**config.mk**
```make
export PLATFORM = sky130hd
export DESIGN_NAME = frame_serial_tx
export DESIGN_NICKNAME = d
export VERILOG_FILES = /design/src/rtl/txs_pkg.sv /design/src/rtl/txs_line_sync.sv /design/src/rtl/txs_holding.sv /design/src/rtl/frame_serial_tx.sv
export SDC_FILE = /design/constraint.sdc
export NUM_CORES = 1
export LEC_CHECK = 0
export ABC_CLOCK_PERIOD_IN_PS = 4000
export BUFFER_PORTS_ARGS = -buffer_cell sky130_fd_sc_hd__buf_2
export CORE_UTILIZATION = 45
export DETAILED_ROUTE_END_ITERATION = 7
export GPL_ROUTABILITY_DRIVEN = 0
export PLACE_DENSITY_LB_ADDON = 0.12
export SYNTH_ARGS = -nofsm -noshare
export SYNTH_HDL_FRONTEND = slang
export SYNTH_SLANG_ARGS = --single-unit
```
**constraint.sdc**
```tcl
create_clock -name clk -period 4 [get_ports clk]
set_clock_uncertainty 0.2 [all_clocks]
set_input_delay 0.2 -clock clk [delete_from_list [all_inputs] [get_ports clk]]
set_output_delay 0.2 -clock clk [all_outputs]
set_load 0.005 [all_outputs]
```
**src/rtl/txs_pkg.sv**
```systemverilog
package txs_pkg;
    typedef enum logic [2:0] {
        TXS_OFF,
        TXS_ARM,
        TXS_DELAY,
        TXS_SHIFT,
        TXS_GAP
    } txs_state_t;
endpackage

```
**src/rtl/txs_line_sync.sv**
```systemverilog
module txs_line_sync #(
    parameter int STAGES = 2
) (
    input  logic clk,
    input  logic rst_n,
    input  logic bclk,
    input  logic fsync,
    output logic bit_tick,
    output logic fs_at_tick
);
    logic [STAGES-1:0] bclk_sr;
    logic [STAGES-1:0] fs_sr;
    logic              bclk_prev;

    always_ff @(posedge clk) begin
        if (!rst_n) begin
            bclk_sr   <= '0;
            fs_sr     <= '0;
            bclk_prev <= 1'b0;
        end else begin
            bclk_sr   <= {bclk_sr[STAGES-2:0], bclk};
            fs_sr     <= {fs_sr[STAGES-2:0], fsync};
            bclk_prev <= bclk_sr[STAGES-1];
        end
    end

    assign bit_tick   = bclk_sr[STAGES-1] & ~bclk_prev;
    assign fs_at_tick = fs_sr[STAGES-1];

    initial begin
        assert (STAGES >= 2) else $error("txs_line_sync needs two or more stages");
    end
endmodule

```
**src/rtl/txs_holding.sv**
```systemverilog
module txs_holding #(
    parameter int W = 16
) (
    input  logic         clk,
    input  logic         rst_n,
    input  logic         wr_en,
    input  logic [W-1:0] wr_data,
    input  logic         take,
    output logic         full,
    output logic [W-1:0] data
);
    always_ff @(posedge clk) begin
        if (!rst_n) begin
            full <= 1'b0;
            data <= '0;
        end else if (wr_en) begin
            data <= wr_data;
            full <= 1'b1;
        end else if (take) begin
            full <= 1'b0;
        end
    end

    // a write always leaves a word waiting
    p_write_fills_r5: assert property (@(posedge clk) disable iff (!rst_n)
        wr_en |=> full);
endmodule

```
**src/rtl/frame_serial_tx.sv**
```systemverilog
module frame_serial_tx
    import txs_pkg::*;
#(
    parameter int WORD_W          = 16,
    parameter int WORDS_PER_FRAME = 2,
    parameter int SYNC_STAGES     = 2
) (
    input  logic              clk,
    input  logic              rst_n,
    input  logic              xmit_en,
    input  logic              wr_en,
    input  logic [WORD_W-1:0] wr_data,
    input  logic              flag_clr,
    input  logic              bclk,
    input  logic              fsync,
    output logic              sdata,
    output logic              ready,
    output logic              irq,
    output logic              sync_err,
    output logic              underflow
);
    localparam int FRAME_BITS = WORD_W * WORDS_PER_FRAME;
    localparam int CNT_W      = $clog2(FRAME_BITS + 1);
    localparam logic [CNT_W-1:0] CNT_END = CNT_W'(FRAME_BITS);

    txs_state_t        state, state_nxt;
    logic              bit_tick, fs_at_tick;
    logic              hold_full, take;
    logic [WORD_W-1:0] hold_data, new_word, shreg, last_word;
    logic [CNT_W-1:0]  cnt;
    logic              frame_done, word_edge, load_now, mid_sync, ready_d;

    txs_line_sync #(.STAGES(SYNC_STAGES)) i_sync (
        .clk       (clk),
        .rst_n     (rst_n),
        .bclk      (bclk),
        .fsync     (fsync),
        .bit_tick  (bit_tick),
        .fs_at_tick(fs_at_tick)
    );

    txs_holding #(.W(WORD_W)) i_hold (
        .clk    (clk),
        .rst_n  (rst_n),
        .wr_en  (wr_en),
        .wr_data(wr_data),
        .take   (take),
        .full   (hold_full),
        .data   (hold_data)
    );

    assign frame_done = (cnt == CNT_END);
    assign word_edge  = ((32'(cnt) % WORD_W) == 0);
    assign load_now   = xmit_en & bit_tick & ~fs_at_tick &
                        ((state == TXS_DELAY) |
                         ((state == TXS_SHIFT) & ~frame_done & word_edge));
    assign mid_sync   = xmit_en & bit_tick & fs_at_tick &
                        ((state == TXS_DELAY) | ((state == TXS_SHIFT) & ~frame_done));
    assign take       = load_now & hold_full;
    assign new_word   = hold_full ? hold_data : last_word;
    assign ready      = xmit_en & (state != TXS_OFF) & ~hold_full;

    // state register
    always_ff @(posedge clk) begin
        if (!rst_n) state <= TXS_OFF;
        else        state <= state_nxt;
    end

    // transitions
    always_comb begin
        state_nxt = state;
        if (!xmit_en) begin
            state_nxt = TXS_OFF;
        end else begin
            unique case (state)
                TXS_OFF:   state_nxt = TXS_ARM;
                TXS_ARM,
                TXS_GAP:   if (bit_tick && fs_at_tick) state_nxt = TXS_DELAY;
                TXS_DELAY: if (bit_tick) state_nxt = fs_at_tick ? TXS_DELAY : TXS_SHIFT;
                TXS_SHIFT: if (bit_tick) begin
                               if (fs_at_tick)      state_nxt = TXS_DELAY;
                               else if (frame_done) state_nxt = TXS_GAP;
                           end
                default:   state_nxt = TXS_OFF;
            endcase
        end
    end

    // outputs and datapath
    always_ff @(posedge clk) begin
        if (!rst_n) begin
            sdata     <= 1'b0;
            shreg     <= '0;
            last_word <= '0;
            cnt       <= '0;
            ready_d   <= 1'b0;
            irq       <= 1'b0;
            sync_err  <= 1'b0;
            underflow <= 1'b0;
        end else begin
            ready_d <= ready;
            irq     <= (ready & ~ready_d) | (load_now & ~hold_full);
            if (mid_sync)      sync_err <= 1'b1;
            else if (flag_clr) sync_err <= 1'b0;
            if (load_now && !hold_full) underflow <= 1'b1;
            else if (flag_clr)          underflow <= 1'b0;
            if (!xmit_en) begin
                sdata <= 1'b0;
                cnt   <= '0;
            end else if (bit_tick) begin
                if (load_now) begin
                    sdata     <= new_word[WORD_W-1];
                    shreg     <= new_word << 1;
                    last_word <= new_word;
                    cnt       <= cnt + CNT_W'(1);
                end else if (state == TXS_SHIFT && !fs_at_tick && !frame_done) begin
                    sdata <= shreg[WORD_W-1];
                    shreg <= shreg << 1;
                    cnt   <= cnt + CNT_W'(1);
                end else begin
                    sdata <= 1'b0;
                    if (fs_at_tick) cnt <= '0;
                end
            end
        end
    end

    p_cnt_range_r2: assert property (@(posedge clk) disable iff (!rst_n)
        cnt <= CNT_END);
    p_line_idle_r3: assert property (@(posedge clk) disable iff (!rst_n)
        (state == TXS_ARM || state == TXS_GAP || state == TXS_DELAY) |-> !sdata);
    p_held_quiet_r4: assert property (@(posedge clk) disable iff (!rst_n)
        !xmit_en |=> !sdata);
    p_arm_waits_r4: assert property (@(posedge clk) disable iff (!rst_n)
        (state == TXS_SHIFT) |-> ($past(state) == TXS_DELAY || $past(state) == TXS_SHIFT));
    p_irq_single_r7: assert property (@(posedge clk) disable iff (!rst_n)
        irq |=> !irq);
    p_err_sticky_r9: assert property (@(posedge clk) disable iff (!rst_n)
        (sync_err && !flag_clr) |=> sync_err);
    p_udf_sticky_r10: assert property (@(posedge clk) disable iff (!rst_n)
        (underflow && !flag_clr) |=> underflow);
endmodule

```
# == Word level (Yosys, flattened, before mapping) ==
# Index checks and enable logic that the tools add are counted.
# word_totals
inputBits,23
register_bits,68
out_inout_bits,5
# classes
add_sub_neg,1
mux,20
bitwise_logic,21
n_eq_ne,9
n_reduce_logical,21
# ops
cell,count
$mux W16,3
$logic_not A32 Y1,1
$mux W6,3
$mux W3,5
$and A1 B1 Y1,13
$pmux W3 S4,1
$mux W1,8
$reduce_bool A2 Y1,4
$add A6 B1 Y6 const B,1
$eq A3 B2 Y1 const B,2
$eq A6 B6 Y1 const B,1
$ne A2 B2 Y1 const B,3
$reduce_and A3 Y1,2
$reduce_bool A3 Y1,2
$not A1 Y1,5
$logic_and A1 B1 Y1,4
$reduce_and A2 Y1,2
$reduce_and A4 Y1,1
$eq A3 B1 Y1 const B,1
$eq A3 B3 Y1 const B,1
$logic_not A1 Y1,3
$logic_not A3 Y1,1
$ne A3 B2 Y1 const B,1
$or A1 B1 Y1,3
$reduce_or A2 Y1,1

# == Logic depth before layout (Yosys ltp) ==
# Gate-level depths: netlist of the first run.
# depth
depth_word,9
mapped_depth,8

# == By module ==
# A second synthesis of the first run with hierarchy kept.
# hier_totals
hier_cells,298
hier_area_um2,3075.4
# by_module_without_submodules
mod,area_each_um2,cells_each,n_inst
frame_serial_tx,2288.4,233,1
txs_holding,649.4,54,1
txs_line_sync,137.6,11,1

# == Worst setup path before layout of the first run ==
# OpenSTA, ideal clock, no wires.
# synth_timing
kind,reg-to-reg
from,reg cnt[0]
to,reg shreg[11]
stages_incl_launch_ff,8
slack_ns,1.975
n_path_buf,1
arrival_time_ns,1.695
period_less_slack_ns,2.025
path_cell_list,dfxtp_1 > inv_1 > ha_1 > or3b_4 > o21a_4 > buf_6 > a2111oi_0 > o31ai_1
# synth_via
elab_chain_cells,8
# synth_lines
element,line_no,text
from (decl),frame_serial_tx.sv:30,logic [CNT_W-1:0] cnt;
from (signal assigned),frame_serial_tx.sv:115,cnt <= cnt + CNT_W'(1);
from (signal assigned),frame_serial_tx.sv:119,cnt <= cnt + CNT_W'(1);
$eq A6 B6 Y1,frame_serial_tx.sv:52,assign frame_done = (cnt == CNT_END);
$not A1 Y1,frame_serial_tx.sv:56,((state == TXS_SHIFT) & ~frame_done & word_edge));
$and A1 B1 Y1 (2 in series),frame_serial_tx.sv:56,
$or A1 B1 Y1,frame_serial_tx.sv:55,((state == TXS_DELAY) |
$and A1 B1 Y1,frame_serial_tx.sv:54,assign load_now = xmit_en & bit_tick & ~fs_at_tick &
$reduce_bool A2 Y1 (no line),-,
$reduce_and A3 Y1 (no line),-,
to (signal assigned),frame_serial_tx.sv:113,shreg <= new_word << 1;
to (signal assigned),frame_serial_tx.sv:118,shreg <= shreg << 1;
to (decl),frame_serial_tx.sv:29,"logic [WORD_W-1:0] hold_data, new_word, shreg, last_word;"
# Several ways; a longest one is shown, not always the timed one.
# A chain may end at the register's enable or synchronous reset.

# == Worst setup path after layout of the first run ==
# layout_timing
from,reg cnt[0]
to,reg last_word[5]
# layout_via
elab_chain_cells,7
# layout_lines
element,line_no,text
$eq A6 B6 Y1,frame_serial_tx.sv:52,
$not A1 Y1,frame_serial_tx.sv:56,
$and A1 B1 Y1,frame_serial_tx.sv:56,
$and A1 B1 Y1 (*),frame_serial_tx.sv:56,
$or A1 B1 Y1 (*),frame_serial_tx.sv:55,
$and A1 B1 Y1 (*),frame_serial_tx.sv:54,
$reduce_and A3 Y1 (no line) (*),-,
to (signal assigned),frame_serial_tx.sv:114,last_word <= new_word;
to (decl),frame_serial_tx.sv:29,
# Every way passes the cells marked *; elsewhere a longest branch is shown, timed or not.

==> results.cfg, run 1 <==
[floorplanning]
core_um2 = 6830
die_width_um = 86.2
die_h_um = 86.2
num_io_pins = 28
placementRows = 30
die_area_um2 = 7440
start_util_pct = 46.7

[final_layout]
nets = 393
n_antenna_cell = 0
drive_gt1_share_pct = 16.1
final_common_cell = dfxtp_1
layout_common_cells = dfxtp_1, nand2_1, nor2b_1
area_growth_pct = 17.5

[critical_path]
path_max_fanout = 19
max_stage_delay_ns = 0.86
r2r_end = last_word[5]$_SDFFE_PN0P_
crit_path_end_kind = flip-flop
worstRegToRegCells = 6
r2r-start = cnt[0]$_SDFFE_PN0P_
crit_required_ns = 4.06
path_class = flip-flop to flip-flop
crit_path_start_kind = flip-flop
crit_slowest_cell = and3_1
crit_arrival_ns = 2.90
r2r_slack_ns = 1.16
crit_chain = inv_1, ha_1, or3b_4, o21ai_4, and3_1, mux2i_1

[global_route]
met1_usage_pct = 26.8
first_global_vias = 2388
grt_use_total_pct = 19.4
globalRouteMet3Util_pct = 4.67
busiest_layer = met2
grt_remaining_overflow = 0
grt_pass1_wl_mm = 11.3
gr-usage-met2_pct = 29.1
grt_antenna_before_repair = 0
grt_start_max_net_pins = 47

[run]
cap_violations = 0

[sta]
final-hold-violation-count = 0
setup_viol = 0
fmax_mhz = 352
worst_pin_slew_ns = 1.16
setup-tns-final_ns = 0
grt_setup_unrepaired = no
slew_headroom_pct = 22.1
post-route-period-util_pct = 71.0
maxSlewViolCount = 0
fin_crit_ns = 2.84

[clock_network]
cts_buffers = 9
cts.htree.levels = 3
cts_setup_buffers = 0
post_cts_hold_buffer_count = 19
clk_latency_ns = 0.34
cts_resized = 0
clock_path_buffers = 2
clkTransAtPathRegs_ns = 0.08
cts-root-buf = clkbuf_8
cts_tree = built
clock_sinks = 67

[synth]
synth_cell_types = 50
yosys.area.top_type_share_pct = 42.0
post-synth-top-area-cell = dfxtp_1
async_flop_share_pct = 0
synth_ff_type = dfxtp_1
postSynthCellCount = 337
syn_area_um2 = 3190
syn_nets = 362
avgSynthCellArea_um2 = 9.47
synth-seq-cells = 67
synth_area_leaders = dfxtp_1, mux2i_1, nor2b_1
synth_edf_count = 0
yosysWarnings = 0
ys_seq_area_share_pct = 42.0

[run_status]
status = complete, no violations

[drt]
drt_iter0_markers = 89
drc = 0
vias_per_cell = 5.23
detail-route-antenna-nets = 0
via_count = 2451
first_pass_iters = 4
wl_per_cell_um = 13.7
wl_mm = 6.44

[power]
fin_total_pwr_mw = 1.47
power.density_nw_per_um2 = 392
vdd_drop_max_uv = 231
leakagePower_nw = 1.34

[worst_hold_path]
hold_depth = 3
min_from = xmit_en
worstHoldPathType = input pin to flip-flop
hold_end = sync_err$_SDFFE_PN0P_

[placed_design]
portBuffers = 27
dp_hpwl_mm = 4.08
power by group:
group	switching, mW	internal [mW]
Sequential	0.0164	0.680
Combinational	0.0386	0.0423
Clock	0.261	0.431
worst max path at each step:
stage | start | cells after the start | to
6_report | cnt[0]$_SDFFE_PN0P_ | 6 | last_word[5]$_SDFFE_PN0P_
5_1_grt | cnt[0]$_SDFFE_PN0P_ | 6 | last_word[12]$_SDFFE_PN0P_
3_5_place_dp | cnt[0]$_SDFFE_PN0P_ | 6 | last_word[1]$_SDFFE_PN0P_
4_1_cts | cnt[0]$_SDFFE_PN0P_ | 6 | last_word[5]$_SDFFE_PN0P_
3_3_place_gp | cnt[0]$_SDFFE_PN0P_ | 6 | last_word[8]$_SDFFE_PN0P_
2_1_floorplan | cnt[0]$_SDFFE_PN0P_ | 7 | shreg[11]$_SDFFE_PN0P_
routing by layer:
| layer | share of wire [%] | up-vias | wire (um) |
|---|---|---|---|
| met5 | 0 | - | 0 |
| met4 | 0.70 | 0 | 45 |
| met3 | 4.7 | 4 | 300 |
| met2 | 44 | 54 | 2810 |
| met1 | 51 | 1114 | 3290 |
| li1 | - | 1279 | - |
sequential cells by signal, summed over array words and instances (netlist names):
register	count
i_hold.data	16
last_word	16
shreg	15
cnt	6
state	3
i_sync.bclk_sr	2
i_sync.fs_sr	2
i_hold.full	1
i_sync.bclk_prev	1
irq	1
ready_d	1
sdata	1
sync_err	1
underflow	1
cell type report:
type	instances	area, um2
Tap cell	96	120
Inverter	5	18.8
Fill cell	645	3080
Clock inverter	6	113
Multi-Input combinational cell	237	1680
Clock buffer	10	138
Sequential cell	67	1340
Timing Repair Buffer	48	340
synthesized netlist by cell type (7+ instances only):
cell / instances
and2_1: 7
clkbuf_1: 16
nor2b_1: 35
dfxtp_1: 67
a21oi_1: 15
o31ai_1: 15
nand2_1: 38
buf_2: 7
mux2i_1: 31
a2111oi_0: 9
nand3_1: 19
kinds of logic after synthesis:
kind of cell | Yosys count | synth area share (%)
buffers and inverters | 33 | 5.37
AOI/OAI and AO/OA | 74 | 19.0
adders and majority gates | 2 | 0.784
and+or+nand+nor | 126 | 21.9
xor gates and xnor gates | 2 | 0.549
muxes | 33 | 10.4
DFF | 67 | 42.0
metrics by stage:
step           instances  utilization [%]  area (um2)  hold WS, ns  setup slack, ns
6_report             469             54.9        3750       0.0424             1.16
2_1_floorplan        337                -        3190        0.127             1.97
3_5_place_dp         434             48.5        3310        0.213             1.17
5_1_grt              469             54.9        3750       0.0519            0.979
4_1_cts              469             54.9        3750       0.0308             1.13
3_3_place_gp         434             48.5        3310        0.207             1.25
critical path, delay by kind of cell, from the launching register on:
family,cells,cell delay (ns)
simple gates,2,1.27
compound gates,1,0.40
flops,1,0.37
mux,1,0.27
fa+ha+maj,1,0.15
buf+inv,1,0.08
Power figures use the tool's default switching activity.
==> inputs of run 2 (changes only) <==
Settings changed: ABC_CLOCK_PERIOD_IN_PS 4000 to 2600.
Clock period 4 ns to 2.6 ns, I/O delays scaled along.
==> results.cfg, run 2 (same netlist as run 1, synthesis figures left out) <==
[floorplanning]
start_util_pct = 46.7
die_width_um = 86.2
placementRows = 30
core_um2 = 6830
die_h_um = 86.2
die_area_um2 = 7440
num_io_pins = 28

[sta]
maxSlewViolCount = 0
fmax_mhz = 408
setup_viol = 0
setup-tns-final_ns = 0
whs_ns = 0.0838
final-hold-violation-count = 0
worst_pin_slew_ns = 0.687
post-route-period-util_pct = 94.3
grt_setup_unrepaired = no
fin_crit_ns = 2.45
slew_headroom_pct = 53.0

[final_layout]
drive_gt1_share_pct = 17.1
area_growth_pct = 17.4
n_antenna_cell = 0
final_common_cell = dfxtp_1
fill_cells = 625
layout_common_cells = dfxtp_1, nand2_1, nor2b_1
top_regs = i_hold.data: 16 flops, last_word: 16 flops, shreg: 15 flops
nets = 400

[global_route]
grt_antenna_before_repair = 0
grt_remaining_overflow = 0
grt_pass1_wl_mm = 11.5
grt_use_total_pct = 19.6
first_global_vias = 2400
grt_start_max_net_pins = 45

[run]
cap_violations = 0

[critical_path]
path_max_fanout = 16
r2r_end = shreg[11]$_SDFFE_PN0P_
critPathLaunch = i_sync.fs_sr[1]$_SDFF_PN0_
worstRegToRegCells = 4
r2r-start = i_sync.fs_sr[1]$_SDFF_PN0_
r2r_slack_ns = 0.15
crit_path_end_kind = flip-flop
crit_path_start_kind = flip-flop
crit_arrival_ns = 2.45
crit_required_ns = 2.60
crit_slowest_cell = a2111oi_0
crit_end = shreg[11]$_SDFFE_PN0P_
path_class = flip-flop to flip-flop
max_stage_delay_ns = 0.77
crit_chain = nor3b_4, nand2_1, a2111oi_0, o31ai_1

[drt]
via_count = 2491
vias_per_cell = 5.23
detail-route-antenna-nets = 0
first_pass_iters = 4
wl_per_cell_um = 13.7
drt_iter0_markers = 111
drc = 0
wl_mm = 6.53

[run_status]
status = complete, no violations

[power]
leakagePower_nw = 1.36
power.density_nw_per_um2 = 547
vdd_drop_max_uv = 300

[clock_network]
clock_sinks = 67
cts.htree.levels = 3
clkTransAtPathRegs_ns = 0.07
clk_latency_ns = 0.34
cts_buffers = 9
cts-root-buf = clkbuf_8
clock_path_buffers = 2
cts_tree = built

[worst_hold_path]
worstHoldPathType = input pin to flip-flop
min_from = rst_n
hold_depth = 3

[placed_design]
dp_hpwl_mm = 4.15
portBuffers = 27
run 2: changes by cell type in the layout (fill, tap and decap cells not counted):
cell           change
clkbuf_1           +1
clkinv_2           +3
bufinv_16          -2
dlygate4sd3_1      +1
clkinvlp_4         -2
buf_4              +6
run 2: final cells by class:
type | count | area (um2) | share of cell area (%)
flip-flops and latches | 67 | 1340 | 35.8
well taps | 96 | 120 | 3.20
inverters | 5 | 18.8 | 0.501
clock buffers | 11 | 141 | 3.77
multi-input cells | 237 | 1680 | 44.8
repair buffers | 55 | 395 | 10.5
clock inverters | 5 | 52.6 | 1.40
run 2: timing repair:
action / in CTS / in global routing
hold endpoints to repair: 20 / 0
hold buffers: 20 / 0
buffers inserted: 0 / 0
resized for setup: 0 / 0
endpoints found under the setup margin: 0 / 0
run 2: how the worst min path moves through the flow:
stage	to	slack, ns
4_1_cts	sdata$_SDFFE_PN0N_	0.08
3_5_place_dp	i_sync.bclk_sr[0]$_SDFF_PN0_	0.14
5_1_grt	sdata$_SDFFE_PN0N_	0.12
2_1_floorplan	i_sync.bclk_sr[0]$_SDFF_PN0_	0.06
6_report	sdata$_SDFFE_PN0N_	0.08
3_3_place_gp	i_sync.bclk_sr[0]$_SDFF_PN0_	0.13
run 2: per-stage QoR:
step	cell area [um2]	std cells	util [%]	setup WS, ns	total power [mW]
after global placement	3360	440	49.1	0.213	1.20
after CTS	3750	476	54.9	0.195	2.08
after detailed placement	3360	440	49.1	0.212	1.20
after global routing	3750	476	54.9	0.0532	2.15
final	3750	476	54.9	0.148	2.05
after floorplan	3190	337	-	0.575	1.16
run 2: critical path: cells and delay by family, from the launching register on:
kind            cells  cell delay [ns]
compound gates      2             0.88
flops               1             0.43
simple gates        2             0.80
run 2: metal layers:
| layer | share of wire (%) | global-route usage, % | wire length [um] |
|---|---|---|---|
| met1 | 50 | 26.1 | 3260 |
| met2 | 45 | 30.4 | 2920 |
| met3 | 4.0 | 5.90 | 258 |
| met4 | 1.5 | 6.82 | 100 |
| met5 | 0 | 0 | 0 |
run 2: where the power goes:
part	internal (mW)	switching [mW]
Clock	0.464	0.390
Sequential	1.05	0.0244
Combinational	0.0661	0.0601
Total	1.58	0.474
==> inputs of run 3 (changes only) <==
Settings changed: CORE_ASPECT_RATIO from default to 1.5.
==> results.cfg, run 3 (same netlist as run 1, synthesis figures left out) <==
[run_status]
status = complete, no violations

[clock_network]
clkTransAtPathRegs_ns = 0.07
cts_resized = 0
cts_tree = built
clock_sinks = 67
cts.htree.levels = 3
cts_buffers = 9
clk_latency_ns = 0.33
clock_path_buffers = 2
cts-root-buf = clkbuf_8

[drt]
via_count = 2521
vias_per_cell = 5.49
first_pass_iters = 5
detail-route-antenna-nets = 0
wl_mm = 6.63
wl_per_cell_um = 14.4
drc = 0
drt_iter0_markers = 126

[sta]
setup_viol = 0
post-route-period-util_pct = 91.5
final-hold-violation-count = 0
maxSlewViolCount = 0
final.setup.worst_slack_ns = 0.222
slew_headroom_pct = 56.7
fmax_mhz = 420
whs_ns = 0.0640
setup-tns-final_ns = 0
grt_setup_unrepaired = no
fin_crit_ns = 2.38
worst_pin_slew_ns = 0.634

[power]
leakagePower_nw = 1.36
power.density_nw_per_um2 = 525
vdd_drop_max_uv = 358

[floorplanning]
die_h_um = 105
die_width_um = 70.8
num_io_pins = 28
core_um2 = 6850
die_area_um2 = 7440
placementRows = 37
start_util_pct = 46.6

[global_route]
grt_remaining_overflow = 0
first_global_vias = 2456
grt_use_total_pct = 19.6
grt_pass1_wl_mm = 11.6
grt_start_max_net_pins = 49
grt_antenna_before_repair = 0

[worst_hold_path]
worstHoldPathType = input pin to flip-flop
hold_end = irq$_SDFF_PN0_
min_from = rst_n
hold_depth = 2

[critical_path]
r2r_slack_ns = 0.22
crit_path_end_kind = flip-flop
r2r-start = i_sync.fs_sr[1]$_SDFF_PN0_
crit_path_start_kind = flip-flop
crit_required_ns = 2.59
path_class = flip-flop to flip-flop
crit_arrival_ns = 2.37
critPathLaunch = i_sync.fs_sr[1]$_SDFF_PN0_
worstRegToRegCells = 4
path_max_fanout = 16
r2r_end = shreg[15]$_SDFFE_PN0P_

[final_layout]
n_antenna_cell = 0
layout_common_cells = dfxtp_1, nand2_1, nor2b_1
top_regs = i_hold.data: 16 flops, last_word: 16 flops, shreg: 15 flops
nets = 401
drive_gt1_share_pct = 16.8
final_common_cell = dfxtp_1
fill_cells = 643
area_growth_pct = 16.7
final_util_pct = 54.4
fin_cells = 459

[placed_design]
portBuffers = 27
dp_slack_ns = 0.243
placed_cells = 423
dp_hpwl_mm = 4.51

[run]
cap_violations = 0
[run 3: cell types whose count changed in the layout (fill, tap and decap cells not counted), sizes merged]
cell,delta
buf,+1
bufinv,-1
clkbuf,+3
clkinv,-1
clkinvlp,-1
[run 3: final cells by class]
type | count | area, um2 | area share (%)
tap | 78 | 97.6 | 2.62
clock buffer | 14 | 163 | 4.37
clock inverter | 2 | 10.0 | 0.269
sequential | 67 | 1340 | 36.0
timing repair buffer | 56 | 415 | 11.1
inverter | 5 | 18.8 | 0.504
multi-input combinational | 237 | 1680 | 45.1
[run 3: routing by layer]
| layer | routed length [um] | global-route usage (%) |
|---|---|---|
| met3 | 149 | 4.92 |
| met1 | 2980 | 23.4 |
| met2 | 3350 | 32.3 |
| met5 | 0 | 0 |
| met4 | 150 | 9.57 |
[run 3: worst max-delay path by stage]
stage | end | slack (ns) | cells past startpoint
after floorplan | shreg[11]$_SDFFE_PN0P_ | 0.57 | 7
after global placement | shreg[15]$_SDFFE_PN0P_ | 0.23 | 4
after detailed placement | shreg[15]$_SDFFE_PN0P_ | 0.24 | 4
after CTS | shreg[15]$_SDFFE_PN0P_ | 0.22 | 4
after global routing | shreg[10]$_SDFFE_PN0P_ | 0.1 | 6
final | shreg[15]$_SDFFE_PN0P_ | 0.22 | 4
[run 3: power by group]
part	switching, mW	internal (mW)
clock network	0.359	0.397
logic	0.0617	0.0677
registers	0.0234	1.05
total	0.444	1.51
[run 3: timing repair]
action	in CTS	in global routing
setup buffers	0	0
hold endpoints to repair	20	0
hold buffers	20	0
setup endpoints to repair	0	0
[run 3: stage by stage]
stage	instance area, um2	power (mW)
finish	3730	1.96
global route	3730	2.05
CTS	3730	1.99
detailed placement	3350	1.20
global placement	3350	1.20
floorplan	3190	1.16
[run 3: critical path, stage by stage, from the launching register on]
cell       delay, ns
dfxtp_1         0.43
nor3b_4         0.35
nand2_1         0.42
a2111oi_0       0.72
o31ai_1         0.11
